### config.mk
export PLATFORM = sky130hd
export DESIGN_NAME = din_cond_top
export DESIGN_NICKNAME = d
export VERILOG_FILES = /design/src/rtl/din_cond_pkg.sv /design/src/rtl/din_rst_sync.sv /design/src/rtl/din_sync.sv /design/src/rtl/din_glitch_filt.sv /design/src/rtl/din_chg_det.sv /design/src/rtl/din_cond_top.sv
export SDC_FILE = /design/constraint.sdc
export NUM_CORES = 1
export LEC_CHECK = 0
export ABC_AREA = 1
export BUFFER_PORTS_ARGS = -buffer_cell sky130_fd_sc_hd__buf_4
export CAP_MARGIN = 10
export CORE_ASPECT_RATIO = 0.6
export CORE_MARGIN = 4
export CORE_UTILIZATION = 30
export DETAILED_ROUTE_END_ITERATION = 8
export PLACE_DENSITY_LB_ADDON = 0.08
export SLEW_MARGIN = 20
export SYNTH_ARGS = -nofsm -noshare
export SYNTH_HDL_FRONTEND = slang
export SYNTH_HIERARCHICAL = 1
export SYNTH_SLANG_ARGS = --single-unit
### constraint.sdc
create_clock -name clk -period 15.81 [get_ports clk]
set_input_delay 2.3715 -clock clk [delete_from_list [all_inputs] [get_ports clk]]
set_output_delay 2.3715 -clock clk [all_outputs]
set_load 0.1 [all_outputs]
### src/rtl/din_cond_pkg.sv
package din_cond_pkg;
  // Qualification mode of the glitch filter
  typedef enum logic {
    FM_LINE = 1'b0,
    FM_BUS  = 1'b1
  } filt_mode_e;
endpackage

### src/rtl/din_rst_sync.sv
module din_rst_sync #(
  parameter int STAGES = 2
) (
  input  logic clk,
  input  logic rst_n,
  output logic rst_n_sync
);
  logic [STAGES-1:0] chain_q;

  always_ff @(posedge clk or negedge rst_n) begin
    if (!rst_n) chain_q <= '0;
    else        chain_q <= {chain_q[STAGES-2:0], 1'b1};
  end

  assign rst_n_sync = chain_q[STAGES-1];
endmodule

### src/rtl/din_sync.sv
module din_sync #(
  parameter int W      = 48,
  parameter int STAGES = 2
) (
  input  logic         clk,
  input  logic         rst_n,
  input  logic [W-1:0] d_async,
  output logic [W-1:0] d_sync
);
  logic [STAGES-1:0][W-1:0] stage_q;

  genvar g;
  generate
    for (g = 0; g < STAGES; g++) begin : g_stage
      if (g == 0) begin : g_first
        always_ff @(posedge clk or negedge rst_n) begin
          if (!rst_n) stage_q[g] <= '0;
          else        stage_q[g] <= d_async;
        end
      end else begin : g_next
        always_ff @(posedge clk or negedge rst_n) begin
          if (!rst_n) stage_q[g] <= '0;
          else        stage_q[g] <= stage_q[g-1];
        end
      end
    end
  endgenerate

  assign d_sync = stage_q[STAGES-1];
endmodule

### src/rtl/din_glitch_filt.sv
module din_glitch_filt
  import din_cond_pkg::*;
#(
  parameter int N          = 48,
  parameter int FILT_TICKS = 2
) (
  input  logic         clk,
  input  logic         rst_n,
  input  logic         tick,
  input  filt_mode_e   mode,
  input  logic [N-1:0] samp_i,
  output logic [N-1:0] filt_o
);
  localparam int              CW   = $clog2(FILT_TICKS + 1);
  localparam logic [CW-1:0]   CMAX = CW'(FILT_TICKS);
  localparam logic [CW-1:0]   CONE = CW'(1);

  logic [N-1:0]          prev_q, prev_d;
  logic [N-1:0]          out_q, out_d;
  logic [N-1:0][CW-1:0]  lcnt_q, lcnt_d;
  logic [CW-1:0]         bcnt_q, bcnt_d;

  function automatic logic [CW-1:0] sat_inc(input logic [CW-1:0] v);
    return (v == CMAX) ? v : v + CONE;
  endfunction

  // Next state: run lengths of unchanged samples, per line and for the bus
  always_comb begin
    prev_d = prev_q;
    lcnt_d = lcnt_q;
    bcnt_d = bcnt_q;
    out_d  = out_q;
    if (tick) begin
      prev_d = samp_i;
      bcnt_d = (samp_i == prev_q) ? sat_inc(bcnt_q) : CONE;
      for (int i = 0; i < N; i++) begin
        lcnt_d[i] = (samp_i[i] == prev_q[i]) ? sat_inc(lcnt_q[i]) : CONE;
      end
      if (mode == FM_BUS) begin
        if (bcnt_d == CMAX) out_d = samp_i;
      end else begin
        for (int i = 0; i < N; i++) begin
          if (lcnt_d[i] == CMAX) out_d[i] = samp_i[i];
        end
      end
    end
  end

  always_ff @(posedge clk or negedge rst_n) begin
    if (!rst_n) begin
      prev_q <= '0;
      out_q  <= '0;
      lcnt_q <= '0;
      bcnt_q <= '0;
    end else begin
      prev_q <= prev_d;
      out_q  <= out_d;
      lcnt_q <= lcnt_d;
      bcnt_q <= bcnt_d;
    end
  end

  assign filt_o = out_q;
endmodule

### src/rtl/din_chg_det.sv
module din_chg_det #(
  parameter int N = 48
) (
  input  logic         clk,
  input  logic         rst_n,
  input  logic [N-1:0] data_i,
  input  logic [N-1:0] rise_en,
  input  logic [N-1:0] fall_en,
  input  logic         ack,
  output logic         event_o,
  output logic [N-1:0] snap_o,
  output logic         overrun_o
);
  logic [N-1:0] last_q;
  logic [N-1:0] snap_q, snap_d;
  logic         evt_q, evt_d;
  logic         pend_q, pend_d;
  logic         ovr_q, ovr_d;
  logic [N-1:0] rise_hit, fall_hit;
  logic         hit;

  always_comb begin
    rise_hit = data_i & ~last_q & rise_en;
    fall_hit = ~data_i & last_q & fall_en;
    hit      = |(rise_hit | fall_hit);
    evt_d    = hit;
    snap_d   = hit ? data_i : snap_q;
    pend_d   = hit ? 1'b1 : (ack ? 1'b0 : pend_q);
    ovr_d    = ovr_q | (hit & pend_q & ~ack);
  end

  always_ff @(posedge clk or negedge rst_n) begin
    if (!rst_n) begin
      last_q <= '0;
      snap_q <= '0;
      evt_q  <= 1'b0;
      pend_q <= 1'b0;
      ovr_q  <= 1'b0;
    end else begin
      last_q <= data_i;
      snap_q <= snap_d;
      evt_q  <= evt_d;
      pend_q <= pend_d;
      ovr_q  <= ovr_d;
    end
  end

  assign event_o   = evt_q;
  assign snap_o    = snap_q;
  assign overrun_o = ovr_q;
endmodule

### src/rtl/din_cond_top.sv
module din_cond_top
  import din_cond_pkg::*;
#(
  parameter int N_LINES     = 48,
  parameter int SYNC_STAGES = 2,
  parameter int FILT_TICKS  = 2
) (
  input  logic               clk,
  input  logic               rst_n,
  input  logic [N_LINES-1:0] din_async,
  input  logic               flt_tick,
  input  logic               flt_bus_mode,
  input  logic [N_LINES-1:0] flt_bypass,
  input  logic [N_LINES-1:0] rise_en,
  input  logic [N_LINES-1:0] fall_en,
  input  logic               snap_ack,
  output logic [N_LINES-1:0] dout_filt,
  output logic               chg_event,
  output logic [N_LINES-1:0] snap_data,
  output logic               overrun
);
  logic               rst_n_int;
  logic [N_LINES-1:0] din_sync_w;
  logic [N_LINES-1:0] din_qual_w;
  filt_mode_e         mode_w;

  assign mode_w = filt_mode_e'(flt_bus_mode);

  din_rst_sync #(.STAGES(2)) u_rst (
    .clk        (clk),
    .rst_n      (rst_n),
    .rst_n_sync (rst_n_int)
  );

  din_sync #(.W(N_LINES), .STAGES(SYNC_STAGES)) u_sync (
    .clk     (clk),
    .rst_n   (rst_n_int),
    .d_async (din_async),
    .d_sync  (din_sync_w)
  );

  din_glitch_filt #(.N(N_LINES), .FILT_TICKS(FILT_TICKS)) u_filt (
    .clk    (clk),
    .rst_n  (rst_n_int),
    .tick   (flt_tick),
    .mode   (mode_w),
    .samp_i (din_sync_w),
    .filt_o (din_qual_w)
  );

  assign dout_filt = (din_sync_w & flt_bypass) | (din_qual_w & ~flt_bypass);

  din_chg_det #(.N(N_LINES)) u_det (
    .clk       (clk),
    .rst_n     (rst_n_int),
    .data_i    (dout_filt),
    .rise_en   (rise_en),
    .fall_en   (fall_en),
    .ack       (snap_ack),
    .event_o   (chg_event),
    .snap_o    (snap_data),
    .overrun_o (overrun)
  );
endmodule

==> out/metrics.cfg <==
[clock_tree]
htreeDepth=2
clkTransAtPathRegs_ns=0.06
cts.sink_count=391
postCtsResizedCells=0
cts_root_buf=clkbuf_16
clock_path_buffers=3
post-cts-setup-buffers=0
clock_latency_ns=0.55
post_cts_hold_buffer_count=0
cts_buffers=42
cts_tree=yes

[floorplan]
die_area_sq_um=63500
ios=295
core.rowCount=68
die_x_microns=323
die_y_microns=197
core-area_sq_um=58100
initial_core_util_pct=30.7

[global_routing]
global_route_wire_length_before_repair_mm=77.0
global_route.usage.total_pct=15.3
globalRoute.totalOverflow=0
largest_net_degree_at_the_start_of_global_routing=208
grt_pass1_vias=13765
antenna_found_initial=0

[drt]
post-route-drc-count=0
initialDrtViolationCount=948
antenna_violating_nets_post_route=0
detailedRoute.firstPassIterationCount=7
post_drt_via_cell_ratio=4.38
vias=13992
routedWlPerCell_microns=15.2
routed_wirelength_mm=48.6

[setup_path]
worstSetupStartpointType=input port
required_ns=13.44
worst_ep_arrival_time_ns=3.20
critPathMaxFanout=5
timing.critical_path.to_type=output pin
crit_type=in -> out

[run]
max_cap_violations=0

[timing]
final-hold-violation-count=0
setup_total_negative_slack_ns=0
finalMaxSlewViolations=0
rsz0062_at_grt=false
finalCriticalPeriod_ns=5.57
setup_violations=0
timing.hold.ws_ns=0.346
finalClockSkew_ns=0.0155
layout_worst_path_cycle_share_pct=35.2
worst_slew_pin_slew_ns=0.941
worst_slack_ns=10.24
clock.fmax_mhz=180
worst_rel_slew_slack_pct=37.2

[placed_design]
globalplace.congestion=0.774
dp_worst_setup_slack_ns=10.23
port-buffer-count=294
detailed_place_hpwl_mm=33.6
post_dp_cell_area_sq_um=20500

[logic_synthesis]
syn_inst=2152
adder_and_majority_gate_portion_of_the_synthesized_area_pct=3.44
seq_area_frac_synth_pct=54.9
yosys_register_bits=391
synth_compound_area_share_pct=6.01
ys.warnings.count=6
synth.mux.area_fraction_pct=0
synth_simple_gate_area_share_pct=24.4
mappedNetlistArea_sq_um=17800
post_synth_xor_area_fraction_pct=0.934
syn_avg_cell_area_sq_um=8.28
synth_fp_nets=2398
dominant_combinational_cell_family_by_area_after_synthesis=simple AND/OR/NAND/NOR gates
number_of_unique_standard_cell_types_used_by_synthesis=26

[pwr]
static-leakage-power_nw=11.6
ir_worst_vdd_v=0.0000673
power_density_relative_to_cell_area_nw_per_um2=141

[final_layout]
synthesis_to_layout_area_growth_pct=22.3
drive_gt1_share_pct=15.7
stdcell_area_sq_um=21800
final_net_count=2638

[min_path]
timing.hold.worst.class=reg -> reg

[outcome]
status=finished, final reports clean

## sequential cells by signal, indices dropped and copies added (netlist names)
signal and count:
u_filt/filt_o 48, u_sync/stage_q 48, u_filt/lcnt_q 96, u_det/snap_o 48, u_det/pend_q 1, u_det/last_q 48
u_sync/d_sync 48, u_det/event_o 1, u_rst/chain_q 2, u_det/overrun_o 1, u_filt/bcnt_q 2, u_filt/prev_q 48
## cell families after synthesis
logic type,Yosys count
AOI/OAI and AO/OA,213
xor gates and xnor gates,19
adders and majority gates,49
buffers and inverters,420
DFF,391
other,1
and+or+nand+nor,1059
## through the flow
step	std cells	utilization [%]	power, W
finish	3192	37.5	0.00306
floorplan	2152	-	0.00189
CTS	3191	37.5	0.00312
detailed placement	3118	35.2	0.00212
global placement	3118	35.2	0.00210
global route	3191	37.5	0.00327
## critical path: stages
cell	delay, ns
buf_4	0.11
inv_1	0.04
nand2_1	0.04
nand2_1	0.26
buf_4	0.36
## cell usage after synthesis
library cell / n / area (sq um)
nand4_1: 32 / 200
o22ai_1: 1 / 6.26
buf_6: 6 / 67.6
o21ai_1: 1 / 5.00
nand3_1: 175 / 876
inv_2: 5 / 18.8
a21o_1: 1 / 7.51
buf_1: 4 / 15.0
xnor2_1: 16 / 140
nand2_1: 743 / 2790
ha_1: 49 / 613
xor2_1: 3 / 26.3
dfrtp_1: 391 / 9780
o21ai_0: 193 / 966
nor2_2: 2 / 12.5
and2_1: 2 / 12.5
nand3b_1: 14 / 105
nand2_2: 1 / 6.26
a21oi_1: 16 / 80.1
clkbuf_1: 31 / 116
nor2_1: 90 / 338
inv_1: 305 / 1140
buf_4: 51 / 383
a31oi_1: 1 / 6.26
conb_1: 1 / 3.75
buf_2: 18 / 90.1
## cell usage in the layout (no fill, tap or decap)
cell	instances
nand2_1	742
dfrtp_1	390
inv_1	304
buf_4	304
o21ai_0	193
nand3_1	174
nor2_1	90
ha_1	49
clkbuf_16	43
nand4_1	32
xnor2_1	16
a21oi_1	16
nand3b_1	14
clkbuf_1	11
clkinv_2	8
clkbuf_8	7
inv_2	5
xor2_1	3
bufinv_16	2
and2_1	2
nor2_4	2
diode_2	1
inv_6	1
clkinvlp_4	1
buf_6	1
o21ai_1	1
a21o_1	1
nand3_4	1
clkinv_1	1
o22ai_1	1
a31oi_1	1
nand2_4	1
nand2_2	1
buf_12	1
conb_1	1
dfrtp_4	1
## worst paths after layout
path | start | endpoint | slack [ns] | depth (start not counted)
min | u_sync/stage_q[5] | u_sync/d_sync[5] | 0.35 | 0
min in group asynchronous | u_rst/chain_q[1] | u_sync/d_sync[28] | 0.42 | 0
min reg2reg | u_sync/stage_q[5] | u_sync/d_sync[5] | 0.35 | 0
max | flt_bypass[8] | dout_filt[8] | 10.24 | 5
max reg2reg | u_rst/chain_q[1] | u_filt/lcnt_q[15] | 12.28 | 3
max in group asynchronous | u_rst/chain_q[1] | u_filt/lcnt_q[15] | 12.28 | 3
## power by group
group | internal (W) | leakage [nW] | switching (W)
sequential | 0.00116 | 4.71 | 0.0000787
combinational | 0.000231 | 6.26 | 0.000624
clock | 0.000564 | 0.657 | 0.000406
total | 0.00195 | 11.6 | 0.00111
## final cells by class
cell class / count / area (sq um)
Clock inverter: 12 / 116
Fill cell: 5843 / 36300
Inverter: 310 / 1160
Clock buffer: 61 / 1210
Antenna cell: 1 / 2.50
Sequential cell: 391 / 9790
Timing Repair Buffer: 306 / 2310
Multi-Input combinational cell: 1341 / 6220
Tap cell: 770 / 963
## routing by layer
| layer | track usage, % | share of wire [%] | wire, microns | up-vias |
|---|---|---|---|---|
| met5 | 0 | 0 | 0 | - |
| met4 | 2.65 | 1.4 | 661 | 0 |
| met3 | 3.22 | 4.9 | 2400 | 51 |
| met2 | 22.6 | 42 | 20300 | 230 |
| met1 | 23.3 | 52 | 25200 | 6579 |
| li1 | - | - | - | 7132 |
Note: power is estimated with default switching activity, not from simulation.
